$ cat src/rtl/i2crb_pkg.sv
package i2crb_pkg;

  typedef enum logic [2:0] {
    PH_IDLE,
    PH_ADDR,
    PH_SUB,
    PH_WR,
    PH_RD
  } phase_t;

  localparam int unsigned STAT_BYTES = 4;

  // Read window decode: one lone status byte, then a run of three.
  function automatic logic [7:0] status_pick(input logic [7:0] sa,
                                             input logic [8*STAT_BYTES-1:0] st);
    case (sa)
      8'h28:   status_pick = st[7:0];
      8'h2A:   status_pick = st[15:8];
      8'h2B:   status_pick = st[23:16];
      8'h2C:   status_pick = st[31:24];
      default: status_pick = 8'h00;
    endcase
  endfunction

endpackage

$ cat src/rtl/i2crb_sync.sv
module i2crb_sync #(
  parameter int unsigned STAGES = 2
) (
  input  logic clk,
  input  logic rst,
  input  logic scl_i,
  input  logic sda_i,
  output logic sda_s,
  output logic scl_rise,
  output logic scl_fall,
  output logic start_det,
  output logic stop_det
);
  logic [STAGES-1:0] scl_q, sda_q;
  logic scl_d, sda_d, scl_s;

  always_ff @(posedge clk) begin
    if (rst) begin
      scl_q <= '1;
      sda_q <= '1;
      scl_d <= 1'b1;
      sda_d <= 1'b1;
    end else begin
      scl_q <= {scl_q[STAGES-2:0], scl_i};
      sda_q <= {sda_q[STAGES-2:0], sda_i};
      scl_d <= scl_s;
      sda_d <= sda_s;
    end
  end

  assign scl_s     = scl_q[STAGES-1];
  assign sda_s     = sda_q[STAGES-1];
  assign scl_rise  = scl_s & ~scl_d;
  assign scl_fall  = ~scl_s & scl_d;
  assign start_det = scl_s & scl_d & sda_d & ~sda_s;
  assign stop_det  = scl_s & scl_d & ~sda_d & sda_s;
endmodule

$ cat src/rtl/i2crb_engine.sv
module i2crb_engine
  import i2crb_pkg::*;
#(
  parameter logic [6:0]  DEV_ADDR = 7'h6B,
  parameter int unsigned SEL_BIT  = 2
) (
  input  logic       clk,
  input  logic       rst,
  input  logic       sda_s,
  input  logic       scl_rise,
  input  logic       scl_fall,
  input  logic       start_det,
  input  logic       stop_det,
  input  logic       addr_sel,
  input  logic [7:0] rd_data,
  output logic [7:0] sub_o,
  output logic       wr_en_o,
  output logic [7:0] wr_data_o,
  output logic       sda_oe_o
);
  phase_t     phase;
  logic [3:0] cnt;
  logic [7:0] rx, tx, sub;
  logic       mnack;
  logic [6:0] dev;
  logic [2:0] bitsel;
  logic       hit;

  always_comb begin
    dev          = DEV_ADDR;
    dev[SEL_BIT] = addr_sel;
  end

  assign hit    = (rx[7:1] == dev);
  assign bitsel = 3'(4'd7 - cnt);
  assign sub_o  = sub;

  always_ff @(posedge clk) begin
    if (rst) begin
      phase     <= PH_IDLE;
      cnt       <= '0;
      rx        <= '0;
      tx        <= '0;
      sub       <= '0;
      mnack     <= 1'b0;
      sda_oe_o  <= 1'b0;
      wr_en_o   <= 1'b0;
      wr_data_o <= '0;
    end else begin
      wr_en_o <= 1'b0;
      if (start_det) begin
        phase    <= PH_ADDR;
        cnt      <= '0;
        sda_oe_o <= 1'b0;
      end else if (stop_det) begin
        phase    <= PH_IDLE;
        cnt      <= '0;
        sda_oe_o <= 1'b0;
      end else if (phase != PH_IDLE) begin
        if (scl_rise) begin
          if (cnt < 4'd8) begin
            rx  <= {rx[6:0], sda_s};
            cnt <= cnt + 4'd1;
          end else if (cnt == 4'd8) begin
            mnack <= sda_s;
            cnt   <= 4'd9;
          end
        end else if (scl_fall) begin
          if (cnt == 4'd8) begin
            // ninth clock: acknowledge or hand the line to the host
            case (phase)
              PH_ADDR: sda_oe_o <= hit;
              PH_SUB:  begin sub <= rx; sda_oe_o <= 1'b1; end
              PH_WR:   begin wr_en_o <= 1'b1; wr_data_o <= rx; sda_oe_o <= 1'b1; end
              default: sda_oe_o <= 1'b0;
            endcase
          end else if (cnt == 4'd9) begin
            cnt      <= '0;
            sda_oe_o <= 1'b0;
            case (phase)
              PH_ADDR: begin
                if (!hit) phase <= PH_IDLE;
                else if (rx[0]) begin
                  phase    <= PH_RD;
                  tx       <= rd_data;
                  sda_oe_o <= ~rd_data[7];
                  sub      <= sub + 8'd1;
                end else phase <= PH_SUB;
              end
              PH_SUB: phase <= PH_WR;
              PH_WR:  sub <= sub + 8'd1;
              PH_RD: begin
                if (mnack) phase <= PH_IDLE;
                else begin
                  tx       <= rd_data;
                  sda_oe_o <= ~rd_data[7];
                  sub      <= sub + 8'd1;
                end
              end
              default: phase <= PH_IDLE;
            endcase
          end else if (phase == PH_RD && cnt != 4'd0) begin
            sda_oe_o <= ~tx[bitsel];
          end
        end
      end
    end
  end
endmodule

$ cat src/rtl/i2crb_bank.sv
module i2crb_bank #(
  parameter int unsigned         NREG      = 34,
  parameter logic [NREG*8-1:0]   RST_IMAGE = '0
) (
  input  logic              clk,
  input  logic              rst,
  input  logic              wr_en,
  input  logic [7:0]        wr_addr,
  input  logic [7:0]        wr_data,
  output logic [NREG*8-1:0] regs_o
);
  for (genvar g = 0; g < NREG; g++) begin : g_reg
    always_ff @(posedge clk) begin
      if (rst)
        regs_o[g*8 +: 8] <= RST_IMAGE[g*8 +: 8];
      else if (wr_en && wr_addr == 8'(g))
        regs_o[g*8 +: 8] <= wr_data;
    end
  end
endmodule

$ cat src/rtl/i2crb_top.sv
module i2crb_top
  import i2crb_pkg::*;
#(
  parameter int unsigned       NREG      = 34,
  parameter logic [NREG*8-1:0] RST_IMAGE = {{(NREG-2){8'h00}}, 8'h40, 8'h80},
  parameter logic [6:0]        DEV_ADDR  = 7'h6B,
  parameter int unsigned       SEL_BIT   = 2,
  parameter int unsigned       SYNC_LEN  = 2
) (
  input  logic                    clk,
  input  logic                    rst,
  input  logic                    scl_i,
  input  logic                    sda_i,
  input  logic                    addr_sel_i,
  input  logic [8*STAT_BYTES-1:0] status_i,
  output logic                    sda_oe_o,
  output logic [NREG*8-1:0]       ctrl_o
);
  logic       sda_s, scl_rise, scl_fall, start_det, stop_det;
  logic [7:0] wr_sub, wr_byte, rd_byte;
  logic       wr_en;

  i2crb_sync #(.STAGES(SYNC_LEN)) u_sync (
    .clk(clk), .rst(rst), .scl_i(scl_i), .sda_i(sda_i), .sda_s(sda_s),
    .scl_rise(scl_rise), .scl_fall(scl_fall),
    .start_det(start_det), .stop_det(stop_det)
  );

  assign rd_byte = status_pick(wr_sub, status_i);

  i2crb_engine #(.DEV_ADDR(DEV_ADDR), .SEL_BIT(SEL_BIT)) u_eng (
    .clk(clk), .rst(rst), .sda_s(sda_s), .scl_rise(scl_rise),
    .scl_fall(scl_fall), .start_det(start_det), .stop_det(stop_det),
    .addr_sel(addr_sel_i), .rd_data(rd_byte), .sub_o(wr_sub),
    .wr_en_o(wr_en), .wr_data_o(wr_byte), .sda_oe_o(sda_oe_o)
  );

  i2crb_bank #(.NREG(NREG), .RST_IMAGE(RST_IMAGE)) u_bank (
    .clk(clk), .rst(rst), .wr_en(wr_en), .wr_addr(wr_sub),
    .wr_data(wr_byte), .regs_o(ctrl_o)
  );
endmodule

$ cat config.mk
export PLATFORM = sky130hd
export DESIGN_NAME = i2crb_top
export DESIGN_NICKNAME = d
export VERILOG_FILES = /design/src/rtl/i2crb_pkg.sv /design/src/rtl/i2crb_sync.sv /design/src/rtl/i2crb_engine.sv /design/src/rtl/i2crb_bank.sv /design/src/rtl/i2crb_top.sv
export SDC_FILE = /design/constraint.sdc
export NUM_CORES = 1
export LEC_CHECK = 0
export CORE_ASPECT_RATIO = 0.7
export CORE_MARGIN = 4
export CORE_UTILIZATION = 30
export CTS_CLUSTER_DIAMETER = 120
export DETAILED_ROUTE_END_ITERATION = 8
export MAX_ROUTING_LAYER = met4
export PLACE_DENSITY = 0.54
export SLEW_MARGIN = 20
export SYNTH_ARGS = -nofsm -noshare
export SYNTH_HDL_FRONTEND = slang
export SYNTH_SLANG_ARGS = --single-unit
$ cat constraint.sdc
create_clock -name clk -period 2.1 [get_ports clk]
set_input_delay 0.21 -clock clk [delete_from_list [all_inputs] [get_ports clk]]
set_output_delay 0.21 -clock clk [all_outputs]
set_load 0.02 [all_outputs]
==> impl_metrics.csv <==
group,metric,value,unit
logic_synthesis,synth-compound-area-share,7.42,%
route,viasPerCell,4.83,
timing,drv_slew,0,
pwr,leakage,7.63,nW
critical_path,crit_start,"u_eng.cnt[3]",
critical_path,crit_arrival,2.47,ns
global_routing,busiest_layer,"met2",
critical_path,cp-end-kind,"flip-flop",
logic_synthesis,ys_warn_count,0,
timing,hold_violations,0,
timing,rsz0062_at_grt,"true",
floorplan,die_w,252,µm
finish,nets,1718,
logic_synthesis,yosys-top-cells-area,"dfxtp_1, mux2i_1, nor2_1",
logic_synthesis,ys_seq_area_share,51.1,%
global_routing,antenna_found_initial,0,
floorplan,io_pins,310,
logic_synthesis,synthArstFlopShare,0,%
critical_path,critical_path_class,"flip-flop to flip-flop",
clock_network,clk_latency,0.52,ns
logic_synthesis,synth_top_family_by_area,"simple AND/OR/NAND/NOR gates",
global_routing,grt_util_all_layers,19.6,%
finish,final_common_cell,"dfxtp_1",
logic_synthesis,synth_top_flop_cell,"dfxtp_1",
finish,syn2layout_area_growth,43.1,%
timing,fin_crit,2.01,ns
timing,relSlewSlack,45.1,%
placement,io_buffers,309,
timing,clock.fmax,498,MHz
min_path,min_from,"scl_i",
flow_run,maxCapViolations,0,
timing,setup_slack,0.0901,ns
logic_synthesis,synth_cell_types,67,
floorplan,die_y,179,µm
finish,post-route-util,43.6,%
critical_path,worstPathRequired,2.56,ns
pwr,ir_drop,0.000603,V
clock_network,root_buffer,"clkbuf_16",
logic_synthesis,synth_nets,1395,
min_path,hold_class,"primary input to flip-flop",
placement,pre_cts_slack,-0.0489,ns
clock_network,cts_tree,"built",
placement,hpwl,30000,µm
global_routing,grt_max_degree,116,
route,drt_iter0_markers,794,
timing,fin_tns_setup,0,ns
logic_synthesis,synth_fa_ha_area_share,0.999,%
route,first_pass_iters,5,
critical_path,ff2ff_setup_slack,0.09,ns
logic_synthesis,yosysTopAreaCell,"dfxtp_1",
placement,place_congestion,0.842,
logic_synthesis,syn_area,12500,µm²
critical_path,worstPathCellList,"nor4b_4, buf_4, nand2_1, nor3b_1, a2111oi_0, a31o_2",
clock_network,cts.clk_slew.worst_paths,0.06,ns
logic_synthesis,synth_xor_area_share,0.419,%
run_status,status,"completed",
timing,setup_viol,0,
finish,drive_gt1_share,11.3,%
global_routing,first_global_vias,10600,
clock_network,clk_path_buf_depth,3,
global_routing,grt_pass1_wl,66400,µm
timing,min_period_over_period,95.7,%
finish,fin_cells,2240,
logic_synthesis,netlist_instances,1348,
global_routing,grt_use_met1,26.5,%
clock_network,h-tree-depth,2,
logic_synthesis,synth_top_area_share,51.1,%
route,ant_nets,0,
logic_synthesis,muxShareOfSynthArea,17.5,%
critical_path,r2r-start,"u_eng.cnt[3]",
critical_path,worstSetupStartpointType,"flip-flop",
logic_synthesis,ys_seq_elements,320,
clock_network,cts.sink_count,320,
clock_network,cts_made_buffers,35,
finish,diodes,0,
global_routing,use_met2,28.7,%
pwr,total_power,0.0126,W
route,wirelength,44400,µm
timing,clock_skew,0.0171,ns
pwr,p_per_area,701,nW/µm²
route,drc,0,
global_routing,use_met3,6.37,%
route,wire_per_inst,19.8,µm
placement,dpl.cell_count,2176,
floorplan,initial_core_util,30.5,%
critical_path,path_max_fanout,8,
floorplan,rows,62,
logic_synthesis,syn_area_per_cell,9.29,µm²
logic_synthesis,synth_edf_count,0,
global_routing,grt-ovfl-total,0,
finish,final_cell_mix,"dfxtp_1, clkdlybuf4s50_1, nor2_1, mux2i_1, nand2_1",
route,num_vias,10800,
floorplan,core-area,41100,µm²
timing,worstMarginPinSlew,0.824,ns
critical_path,cp_slowest_cell,"a2111oi_0",
logic_synthesis,synth-simple-area-share,18.7,%
critical_path,cpPeakStageDelay,0.49,ns
floorplan,die_area,45100,µm²
[metal layers]
| metal | wire length (µm) | up-vias |
|---|---|---|
| met5 | 0 | - |
| met4 | 630 | 0 |
| met3 | 3970 | 40 |
| met2 | 19100 | 381 |
| met1 | 20700 | 5179 |
| li1 | - | 5225 |
[registers in the layout, indices dropped and copies added (netlist names), 2 cells and up]
name / count
u_eng.sub_o: 8
u_eng.wr_data_o: 8
u_eng.cnt: 4
u_eng.phase: 3
u_sync.sda_q: 2
u_eng.rx: 8
u_eng.tx: 8
u_sync.scl_q: 2
u_bank.regs_o: 272
[Yosys cell counts, types with 10 or more instances]
library cell,instances
a21oi_1,88
and3_1,10
buf_2,11
clkbuf_1,91
dfxtp_1,320
ha_1,10
mux2i_1,213
nand2_1,166
nand3_1,62
nor2_1,226
o31ai_1,11
[final timing paths]
path                                         to  cells past startpoint
worst max-delay path             u_eng.sub_o[0]                      6
worst max register to register   u_eng.sub_o[0]                      6
worst min-delay path            u_sync.scl_q[0]                      2
worst min register to register  u_sync.scl_q[1]                      1
[through the flow]
stage	area [µm²]	hold WS (ns)
floorplan	12500	0.314
global placement	16700	0.396
detailed placement	16700	0.397
CTS	17800	0.231
global route	17900	0.252
finish	17900	0.255
[logic make-up after synthesis]
logic type	after synthesis
buf+inv	120
compound gates	148
mux	216
simple gates	528
fa+ha+maj	10
xor+xnor	6
flops	320
[power by group]
| part | switching, W | internal, W |
|---|---|---|
| Combinational | 0.000145 | 0.0000920 |
| Sequential | 0.00000591 | 0.00607 |
| Clock | 0.00251 | 0.00374 |
| Total | 0.00266 | 0.00990 |
[worst max-delay path, delay by kind of cell (launching register included)]
kind / cells / cell delay, ns
buffers and inverters: 1 / 0.23
AOI/OAI and AO/OA: 2 / 0.67
and+or+nand+nor: 3 / 0.59
DFF: 1 / 0.47
[area by class of cell]
| type | count | area [µm²] |
|---|---|---|
| fill | 3976 | 23200 |
| multi-input combinational | 908 | 5740 |
| clock buffer | 56 | 1070 |
| inverter | 10 | 37.5 |
| sequential | 320 | 6420 |
| timing repair buffer | 396 | 3890 |
| tap | 544 | 681 |
| clock inverter | 6 | 91.3 |
[timing repair]
| action | in CTS | in global routing |
|---|---|---|
| setup buffers | 0 | 1 |
| gates resized for setup | 4 | 19 |
| endpoints found under the setup margin | 23 | 58 |
| pin swaps | 0 | 2 |
| gates cloned | 0 | 0 |
| endpoints found under the hold margin | 3 | 0 |
| hold buffers | 1 | 0 |
Note: power is estimated with default switching activity, not from simulation.
